### config.mk
export PLATFORM = sky130hd
export DESIGN_NAME = mhr_entry
export DESIGN_NICKNAME = d
export VERILOG_FILES = /design/src/rtl/mhr_pkg.sv /design/src/rtl/mhr_tlist.sv /design/src/rtl/mhr_snoop_dec.sv /design/src/rtl/mhr_entry.sv
export SDC_FILE = /design/constraint.sdc
export NUM_CORES = 1
export LEC_CHECK = 0
export BUFFER_PORTS_ARGS = -buffer_cell sky130_fd_sc_hd__buf_2
export CAP_MARGIN = 20
export CORE_UTILIZATION = 35
export CTS_BUF_LIST = sky130_fd_sc_hd__clkbuf_4
export DETAILED_ROUTE_END_ITERATION = 10
export PLACE_DENSITY = 0.68
export RECOVER_POWER = 25
export SYNTH_ARGS = -nofsm -noshare
export SYNTH_HDL_FRONTEND = slang
export SYNTH_SLANG_ARGS = --single-unit
export TNS_END_PERCENT = 10
### constraint.sdc
create_clock -name clk -period 5.87 [get_ports clk]
set_clock_uncertainty 0.15 [all_clocks]
set_input_delay 1.4675 -clock clk [delete_from_list [all_inputs] [get_ports clk]]
set_output_delay 1.4675 -clock clk [all_outputs]
set_load 0.01 [all_outputs]
### src/rtl/mhr_pkg.sv
package mhr_pkg;

  localparam int ORD_W = 8;

  typedef enum logic [2:0] {
    CMD_RD       = 3'd0,
    CMD_RDX      = 3'd1,
    CMD_UPG      = 3'd2,
    CMD_SCUPG    = 3'd3,
    CMD_SC       = 3'd4,
    CMD_PF       = 3'd5,
    CMD_SCUPG_NG = 3'd6,
    CMD_SC_NG    = 3'd7
  } cmd_e;

  typedef enum logic [1:0] {
    SRC_CPU = 2'd0,
    SRC_PF  = 2'd1,
    SRC_SNP = 2'd2
  } src_e;

  typedef struct packed {
    cmd_e             cmd;
    src_e             src;
    logic [ORD_W-1:0] ord;
  } tgt_t;

  typedef enum logic [3:0] {
    OP_NONE, OP_SNOOP, OP_FILL, OP_ADD, OP_ALLOC,
    OP_ISSUE, OP_PROMOTE, OP_FREE, OP_BSET, OP_BCLR
  } op_e;

  function automatic logic wants_excl(cmd_e c);
    return (c == CMD_RDX) || (c == CMD_UPG) || (c == CMD_SCUPG) ||
           (c == CMD_SC) || (c == CMD_SCUPG_NG);
  endfunction

  // Turns a command that relies on an existing copy into one that does not.
  function automatic cmd_e demote(cmd_e c);
    case (c)
      CMD_UPG:   return CMD_RDX;
      CMD_SCUPG: return CMD_SCUPG_NG;
      CMD_SC:    return CMD_SC_NG;
      default:   return c;
    endcase
  endfunction

endpackage

### src/rtl/mhr_tlist.sv
module mhr_tlist
  import mhr_pkg::*;
#(
  parameter  int DEPTH = 4,
  localparam int CNT_W = $clog2(DEPTH + 1),
  localparam int IDX_W = (DEPTH > 1) ? $clog2(DEPTH) : 1
) (
  input  logic                   clk,
  input  logic                   rst_n,
  input  logic                   clr,
  input  logic                   push,
  input  tgt_t                   push_tgt,
  input  logic                   pop,
  input  logic                   rewrite,
  input  logic                   append,
  input  logic [CNT_W-1:0]       app_cnt,
  input  tgt_t [DEPTH-1:0]       app_ents,
  input  logic                   set_excl,
  output logic [CNT_W-1:0]       cnt,
  output tgt_t [DEPTH-1:0]       ents,
  output logic                   excl,
  output logic                   full
);

  tgt_t [DEPTH-1:0] ents_q, ents_n;
  logic [CNT_W-1:0] cnt_q;
  logic             ex_q, ex_n;
  int               nc;
  int               base;

  always_comb begin
    ents_n = ents_q;
    nc     = int'(cnt_q);
    ex_n   = ex_q;
    base   = 0;
    if (clr) begin
      nc   = 0;
      ex_n = 1'b0;
    end else begin
      if (rewrite) begin
        for (int i = 0; i < DEPTH; i++)
          ents_n[IDX_W'(i)].cmd = demote(ents_n[IDX_W'(i)].cmd);
      end
      if (pop && nc > 0) begin
        for (int i = 0; i < DEPTH - 1; i++)
          ents_n[IDX_W'(i)] = ents_n[IDX_W'(i + 1)];
        nc = nc - 1;
      end
      if (append) begin
        base = nc;
        for (int i = 0; i < DEPTH; i++) begin
          if (i >= base && (i - base) < int'(app_cnt))
            ents_n[IDX_W'(i)] = app_ents[IDX_W'(i - base)];
        end
        nc = (base + int'(app_cnt) > DEPTH) ? DEPTH : base + int'(app_cnt);
      end
    end
    if (push && nc < DEPTH) begin
      for (int i = 0; i < DEPTH; i++) begin
        if (i == nc) ents_n[IDX_W'(i)] = push_tgt;
      end
      nc = nc + 1;
      if (push_tgt.src != SRC_SNP && wants_excl(push_tgt.cmd)) ex_n = 1'b1;
    end
    if (set_excl) ex_n = 1'b1;
  end

  always_ff @(posedge clk) begin
    if (!rst_n) begin
      ents_q <= '0;
      cnt_q  <= '0;
      ex_q   <= 1'b0;
    end else begin
      ents_q <= ents_n;
      cnt_q  <= CNT_W'(nc);
      ex_q   <= ex_n;
    end
  end

  assign cnt  = cnt_q;
  assign ents = ents_q;
  assign excl = ex_q;
  assign full = (int'(cnt_q) == DEPTH);

  p_cap_r14: assert property (@(posedge clk) disable iff (!rst_n)
    int'(cnt_q) <= DEPTH);

  p_clr_empty_r9: assert property (@(posedge clk) disable iff (!rst_n)
    (clr && !push) |=> (cnt_q == '0 && !ex_q));

endmodule

### src/rtl/mhr_snoop_dec.sv
module mhr_snoop_dec (
  input  logic active,
  input  logic in_svc,
  input  logic below,
  input  logic pdirty,
  input  logic pinv,
  input  logic express,
  input  logic excl,
  input  logic inval,
  output logic absorb,
  output logic rw_prim,
  output logic rw_def,
  output logic push_copy,
  output logic inhibit,
  output logic set_pinv,
  output logic set_pdown,
  output logic shared
);

  logic early;

  // The snoop is ordered ahead of this miss when the miss is not yet issued
  // or is still waiting in a lower level that forwarded this snoop.
  assign early     = !in_svc || (express && below);
  assign absorb    = active && !early;
  assign rw_prim   = active && early && excl;
  assign rw_def    = active && excl;
  assign push_copy = absorb && !pinv && (pdirty || inval);
  assign inhibit   = push_copy && pdirty;
  assign set_pinv  = push_copy && excl;
  assign set_pdown = absorb && !pinv && !excl;
  assign shared    = set_pdown;

endmodule

### src/rtl/mhr_entry.sv
module mhr_entry
  import mhr_pkg::*;
#(
  parameter  int ADDR_W = 32,
  parameter  int DEPTH  = 4,
  localparam int CNT_W  = $clog2(DEPTH + 1)
) (
  input  logic              clk,
  input  logic              rst_n,
  input  logic              op_alloc,
  input  logic              op_add,
  input  logic              op_issue,
  input  logic              op_snoop,
  input  logic              op_fill,
  input  logic              op_promote,
  input  logic              op_free,
  input  logic              op_below_set,
  input  logic              op_below_clr,
  input  logic [ADDR_W-1:0] in_addr,
  input  logic [2:0]        in_cmd,
  input  logic [ORD_W-1:0]  in_ord,
  input  logic              rsp_shared,
  input  logic              rsp_inhibit,
  input  logic              snp_excl,
  input  logic              snp_inval,
  input  logic              snp_express,
  input  logic              fill_shared,
  output logic              snp_absorb,
  output logic              snp_shared,
  output logic              snp_inhibit,
  output logic              tgt_valid,
  input  logic              tgt_ready,
  output logic [2:0]        tgt_cmd,
  output logic [1:0]        tgt_src,
  output logic [ORD_W-1:0]  tgt_ord,
  output logic              ent_valid,
  output logic [ADDR_W-1:0] ent_addr,
  output logic [ORD_W-1:0]  ent_ord,
  output logic              in_service,
  output logic              below_pending,
  output logic              pend_dirty,
  output logic              post_inval,
  output logic              post_down,
  output logic [CNT_W-1:0]  prim_count,
  output logic [CNT_W-1:0]  def_count,
  output logic              op_err
);

  // ---------------- state ----------------
  logic              vld_q, svc_q, below_q, pdirty_q, pinv_q, pdown_q, sel_q, err_q;
  logic [ADDR_W-1:0] addr_q;
  logic [ORD_W-1:0]  ord_q;

  // ---------------- list banks ----------------
  tgt_t [DEPTH-1:0]  b_ents [2];
  logic [CNT_W-1:0]  b_cnt  [2];
  logic              b_excl [2];
  logic              b_full [2];

  logic [CNT_W-1:0]  pcnt, dcnt;
  logic              p_excl, d_excl, p_full, d_full;
  tgt_t              p_head, d_head;

  assign pcnt   = b_cnt[sel_q];
  assign dcnt   = b_cnt[~sel_q];
  assign p_excl = b_excl[sel_q];
  assign d_excl = b_excl[~sel_q];
  assign p_full = b_full[sel_q];
  assign d_full = b_full[~sel_q];
  assign p_head = b_ents[sel_q][0];
  assign d_head = b_ents[~sel_q][0];

  // ---------------- operation select ----------------
  op_e  op;
  cmd_e cmd_in;
  assign cmd_in = cmd_e'(in_cmd);

  always_comb begin
    if      (op_snoop)     op = OP_SNOOP;
    else if (op_fill)      op = OP_FILL;
    else if (op_add)       op = OP_ADD;
    else if (op_alloc)     op = OP_ALLOC;
    else if (op_issue)     op = OP_ISSUE;
    else if (op_promote)   op = OP_PROMOTE;
    else if (op_free)      op = OP_FREE;
    else if (op_below_set) op = OP_BSET;
    else if (op_below_clr) op = OP_BCLR;
    else                   op = OP_NONE;
  end

  // ---------------- snoop decision ----------------
  logic s_abs, s_rwp, s_rwd, s_copy, s_inh, s_pinv, s_pdown, s_sh;

  mhr_snoop_dec u_snoop (
    .active    (op == OP_SNOOP && vld_q),
    .in_svc    (svc_q),
    .below     (below_q),
    .pdirty    (pdirty_q),
    .pinv      (pinv_q),
    .express   (snp_express),
    .excl      (snp_excl),
    .inval     (snp_inval),
    .absorb    (s_abs),
    .rw_prim   (s_rwp),
    .rw_def    (s_rwd),
    .push_copy (s_copy),
    .inhibit   (s_inh),
    .set_pinv  (s_pinv),
    .set_pdown (s_pdown),
    .shared    (s_sh)
  );

  assign snp_absorb  = s_abs;
  assign snp_shared  = s_sh;
  assign snp_inhibit = s_inh;

  // ---------------- per-role list controls ----------------
  logic p_clr, p_push, p_pop, p_rw, p_app, p_setx;
  logic d_clr, d_push, d_rw;
  tgt_t p_tgt, d_tgt;
  logic to_def, merge_ok, err_c;

  assign merge_ok = !fill_shared && !pinv_q && !pdown_q && d_excl;
  assign to_def   = svc_q && (dcnt != '0 || pinv_q ||
                    (wants_excl(cmd_in) && (!pdirty_q || pdown_q)));

  assign tgt_valid = vld_q && (pcnt != '0) && (op == OP_NONE);
  assign p_pop     = tgt_valid && tgt_ready;

  always_comb begin
    p_clr  = 1'b0; p_push = 1'b0; p_rw = 1'b0; p_app = 1'b0; p_setx = 1'b0;
    d_clr  = 1'b0; d_push = 1'b0; d_rw = 1'b0;
    p_tgt  = '{cmd: cmd_in, src: SRC_CPU, ord: in_ord};
    d_tgt  = '{cmd: cmd_in, src: SRC_CPU, ord: in_ord};
    err_c  = 1'b0;
    case (op)
      OP_ALLOC: begin
        if (vld_q) err_c = 1'b1;
        else begin
          p_clr  = 1'b1;
          p_push = 1'b1;
          p_tgt.src = (cmd_in == CMD_PF) ? SRC_PF : SRC_CPU;
        end
      end
      OP_ADD: begin
        if (vld_q) begin
          if (to_def) begin
            if (d_full) err_c = 1'b1;
            else begin
              d_push = 1'b1;
              if (pinv_q) d_tgt.cmd = demote(cmd_in);
            end
          end else begin
            if (p_full) err_c = 1'b1;
            else p_push = 1'b1;
          end
        end
      end
      OP_SNOOP: begin
        p_rw = s_rwp;
        d_rw = s_rwd;
        if (s_copy) begin
          if (p_full) err_c = 1'b1;
          else begin
            p_push    = 1'b1;
            p_tgt.src = SRC_SNP;
          end
        end
      end
      OP_FILL: begin
        if (vld_q && merge_ok) begin
          p_app  = 1'b1;
          p_setx = 1'b1;
          d_clr  = 1'b1;
        end
      end
      OP_ISSUE: begin
        if (vld_q && svc_q) err_c = 1'b1;
      end
      OP_PROMOTE: begin
        if (vld_q) begin
          if (pcnt != '0) err_c = 1'b1;
          else if (dcnt != '0) p_clr = 1'b1;
        end
      end
      OP_FREE: begin
        if (vld_q && (pcnt != '0 || dcnt != '0)) err_c = 1'b1;
      end
      default: ;
    endcase
  end

  // Bank b plays the primary role when sel_q equals b.
  for (genvar b = 0; b < 2; b++) begin : g_bank
    logic is_p;
    assign is_p = (sel_q == 1'(b));
    mhr_tlist #(.DEPTH(DEPTH)) u_list (
      .clk      (clk),
      .rst_n    (rst_n),
      .clr      (is_p ? p_clr  : d_clr),
      .push     (is_p ? p_push : d_push),
      .push_tgt (is_p ? p_tgt  : d_tgt),
      .pop      (is_p && p_pop),
      .rewrite  (is_p ? p_rw   : d_rw),
      .append   (is_p && p_app),
      .app_cnt  (b_cnt[1-b]),
      .app_ents (b_ents[1-b]),
      .set_excl (is_p && p_setx),
      .cnt      (b_cnt[b]),
      .ents     (b_ents[b]),
      .excl     (b_excl[b]),
      .full     (b_full[b])
    );
  end

  // ---------------- state update ----------------
  always_ff @(posedge clk) begin
    if (!rst_n) begin
      vld_q <= 1'b0; svc_q <= 1'b0; below_q <= 1'b0; pdirty_q <= 1'b0;
      pinv_q <= 1'b0; pdown_q <= 1'b0; sel_q <= 1'b0; err_q <= 1'b0;
      addr_q <= '0; ord_q <= '0;
    end else begin
      err_q <= err_c;
      case (op)
        OP_ALLOC: if (!vld_q) begin
          vld_q <= 1'b1; addr_q <= in_addr; ord_q <= in_ord;
          svc_q <= 1'b0; below_q <= 1'b0; pdirty_q <= 1'b0;
          pinv_q <= 1'b0; pdown_q <= 1'b0;
        end
        OP_ISSUE: if (vld_q && !svc_q) begin
          svc_q    <= 1'b1;
          pdirty_q <= p_excl || (rsp_inhibit && !rsp_shared);
          pinv_q   <= 1'b0;
          pdown_q  <= 1'b0;
        end
        OP_SNOOP: begin
          if (s_pinv)  pinv_q  <= 1'b1;
          if (s_pdown) pdown_q <= 1'b1;
        end
        OP_PROMOTE: if (vld_q && pcnt == '0 && dcnt != '0) begin
          sel_q <= ~sel_q;
          ord_q <= d_head.ord;
          svc_q <= 1'b0;
        end
        OP_FREE: if (vld_q && pcnt == '0 && dcnt == '0) begin
          vld_q <= 1'b0;
          svc_q <= 1'b0;
        end
        OP_BSET: if (vld_q) below_q <= 1'b1;
        OP_BCLR: if (vld_q) below_q <= 1'b0;
        default: ;
      endcase
    end
  end

  assign tgt_cmd       = p_head.cmd;
  assign tgt_src       = p_head.src;
  assign tgt_ord       = p_head.ord;
  assign ent_valid     = vld_q;
  assign ent_addr      = addr_q;
  assign ent_ord       = ord_q;
  assign in_service    = svc_q;
  assign below_pending = below_q;
  assign pend_dirty    = pdirty_q;
  assign post_inval    = pinv_q;
  assign post_down     = pdown_q;
  assign prim_count    = pcnt;
  assign def_count     = dcnt;
  assign op_err        = err_q;

  // ---------------- assertions ----------------
  p_alloc_one_r1: assert property (@(posedge clk) disable iff (!rst_n)
    (op == OP_ALLOC && !vld_q) |=> (prim_count == CNT_W'(1) && def_count == '0 && !in_service));

  p_pinv_defers_r2: assert property (@(posedge clk) disable iff (!rst_n)
    (op == OP_ADD && vld_q && svc_q && pinv_q) |=> $stable(prim_count));

  p_issue_clears_r4: assert property (@(posedge clk) disable iff (!rst_n)
    (op == OP_ISSUE && vld_q && !svc_q) |=> (in_service && !post_inval && !post_down));

  p_early_snoop_r5: assert property (@(posedge clk) disable iff (!rst_n)
    (op_snoop && !in_service) |-> (!snp_absorb && !snp_shared && !snp_inhibit));

  p_inhibit_dirty_r7: assert property (@(posedge clk) disable iff (!rst_n)
    snp_inhibit |-> (pend_dirty && snp_absorb));

  p_shared_down_r8: assert property (@(posedge clk) disable iff (!rst_n)
    snp_shared |=> post_down);

  p_promote_err_r9: assert property (@(posedge clk) disable iff (!rst_n)
    (op == OP_PROMOTE && vld_q && pcnt != '0) |=> (op_err && $stable(prim_count)));

  p_free_err_r11: assert property (@(posedge clk) disable iff (!rst_n)
    (op == OP_FREE && vld_q && (pcnt != '0 || dcnt != '0)) |=> (op_err && ent_valid));

  p_stream_idle_r13: assert property (@(posedge clk) disable iff (!rst_n)
    tgt_valid |-> (prim_count != '0 && ent_valid));

endmodule

==> results.toml <==
[timing]
finalCritPeriodShare_pct = 91.6
fin_setup_tns_ns = 0
layout_min_cycle_time_ns = 5.38
rsz0062_at_grt = "no"
max_freq_mhz = 186
max_slew_margin_pct = -11.4
finalHoldViolCount = 0
slew_viol_final = 81
tightest_slew_ns = 1.67
finalSetupViolCount = 0

[place]
hpwl_um = 19200
io_buffers = 130
placed_area_um2 = 9570
gp_congestion = 0.901

[floorplanning]
fp.dieArea_um2 = 24400
die_y_um = 156
core_area_um2 = 23400
rows = 56
io_pins = 131
die_w_um = 156
initial_core_util_pct = 35.5

[synthesis]
yosysTopAreaCell = "dfxtp_1"
synth_area_um2 = 8320
yosysWarnings = 0
syn_inst = 1045
ys_seq_area_share_pct = 26.0
ys_top_cells_by_area = "dfxtp_1 26%, ha_1 9.6%, mux2i_1 7.2%, nand2_1 6.2%, a21oi_1 5.7%"
ys_ff_latch = 108
async_flop_share_pct = 0
yosys.area.top_type_share_pct = 26.0
syn_avg_cell_area_um2 = 7.96
synth-edff-count = 0
ys_types = 95
yosys_most_used_dff = "dfxtp_1"

[clocking]
cts_htree_levels = 3
numCtsBuffers = 9
cts_tree = "built"
clk_latency_ns = 0.52
cts_resized = 0
clock_sinks = 108
cts_setup_buffers = 0
cts.clk_slew.worst_paths_ns = 0.19
ctsHoldBuffers = 0
clockRootBuffer = "clkbuf_4"
clk_path_buf_depth = 2

[global_routing]
grt_use_total_pct = 21.8
grt_pass1_vias = 8038
grt_max_degree = 44
grt_pass1_wl_um = 42000
grt_overflow = 0
antenna_found_initial = 1

[outcome]
violations = "capacitance limit, slew limit"
status = "finished, violations left"

[route]
via_count = 8390
route.detailed.drc = 0
ant_nets = 0
via_per_inst = 5.50
drt-pass1-iter-count = 5
drt_wl_total_um = 26300
routedWlPerCell_um = 17.2
drt_iter0_drc = 612

[cells_and_area]
stdcell_area_um2 = 9680
final_common_cell = "nand2_1"
fin_nets = 1330
syn2layout_area_growth_pct = 16.4
n_fill_cell = 2446
utilization_pct = 41.4
layout_common_cells = "138 x nand2_1, 107 x dfxtp_1, 94 x a21oi_1"
drive_gt1_share_pct = 17.2

[pwr]
leakage_nw = 3.83
peakVddDrop_mv = 0.132
power_density_nw_per_um2 = 144

[worst_setup_path]
worst_setup_path_start_kind = "primary input"
cp.arrival_ns = 5.63
critPathKind = "primary input to register"
required_ns = 6.13
end_kind = "register"
cp_max_fo = 21

[hold_path]
worstHoldPathType = "register to register"

[run]
cap_violations = 2
-- power breakdown --
group          total [mW]  switching [mW]  leakage, nW  internal (mW)
Combinational       0.208           0.127         2.87         0.0810
Sequential          0.757          0.0112        0.873          0.746
Clock               0.427           0.320       0.0817          0.107
-- state kept, by name, indices dropped and copies added (netlist names), 2 cells and up --
name                flops
g_bank.u_list.ents     52
ent_addr               32
ent_ord                 8
g_bank.u_list.cnt       6
g_bank.u_list.excl      2
-- cells by family after synthesis --
family / after synthesis / share of synthesized area [%]
AND/OR/NAND/NOR: 340 / 19.8
AO/OA/AOI/OAI: 320 / 26.3
buffers and inverters: 113 / 5.52
flip-flops: 108 / 26.0
multiplexers: 86 / 10.8
adder cells (fa/ha/maj): 68 / 10.6
XOR/XNOR: 8 / 0.843
other: 2 / 0.0903
-- Yosys cell counts (4+ instances only) --
library cell,number
a211oi_1,26
a21o_1,9
a21oi_1,94
a22oi_1,25
a311oi_1,10
a31oi_1,14
and2_1,4
and3_1,5
buf_1,6
buf_2,20
clkbuf_1,40
dfxtp_1,108
fa_1,4
ha_1,64
inv_1,40
inv_2,4
mux2_2,25
mux2i_1,60
nand2_1,138
nand2b_1,12
nand3_1,20
nand4_1,5
nor2_1,81
nor2b_1,6
nor3_1,17
nor4_1,8
o211a_1,5
o211ai_1,6
o21a_1,14
o21ai_0,47
o21ai_1,10
o221ai_1,5
o22a_1,9
o22ai_1,4
or2_0,6
or2_1,4
or3_1,7
xnor2_1,7
-- worst paths after layout --
kind                                                  to  cells past startpoint  slack, ns               startpoint
worst max-delay path            g_bank[0].u_list.ents[2]                     21       0.49                 op_issue
worst max register to register  g_bank[1].u_list.ents[2]                     23       0.67  g_bank[1].u_list.cnt[0]
worst min-delay path                        ent_addr[19]                      2       0.32             ent_addr[19]
worst min register to register              ent_addr[19]                      2       0.32             ent_addr[19]
-- critical path, stage by stage --
cell	delay (ns)
buf_2	0.14
nor4_4	0.37
nand4_1	0.26
buf_4	0.23
nor4b_2	0.27
xnor2_1	0.19
inv_2	0.13
ha_1	0.32
a21oi_1	0.22
ha_1	0.16
o2111ai_1	0.11
o21ai_0	0.36
a32o_1	0.34
inv_1	0.07
ha_1	0.17
inv_1	0.09
a211oi_2	0.05
nand2_1	0.10
buf_4	0.29
nor2_1	0.07
a211oi_1	0.22
-- through the flow --
stage	setup WS (ns)	cells	total power [mW]	hold slack, ns
detailed placement	0.0258	1508	0.973	0.294
finish	0.492	1526	1.39	0.318
global placement	0.139	1508	0.971	0.289
CTS	0.571	1524	1.39	0.317
floorplan	0.120	1087	0.900	0.317
global route	0.182	1526	1.45	0.338
-- routing by layer --
layer / global-route usage, % / wire [µm] / vias to the layer above
met4: 7.70 / 655 / 0
li1: - / - / 4068
met5: 0 / 0 / -
met3: 5.11 / 2150 / 52
met2: 36.0 / 12200 / 362
met1: 27.6 / 11300 / 3908
-- area by class of cell --
type                    instances  area [µm²]  share of cell area, %
diodes                          1        2.50                 0.0258
well taps                     319         399                   4.12
multi-input cells             866        5860                   60.5
clock inverters                 7        86.3                  0.892
repair buffers                171         933                   9.64
clock buffers                   9        67.6                  0.698
flip-flops and latches        108        2160                   22.3
inverters                      45         171                   1.77
(Power assumes the default switching activity.)
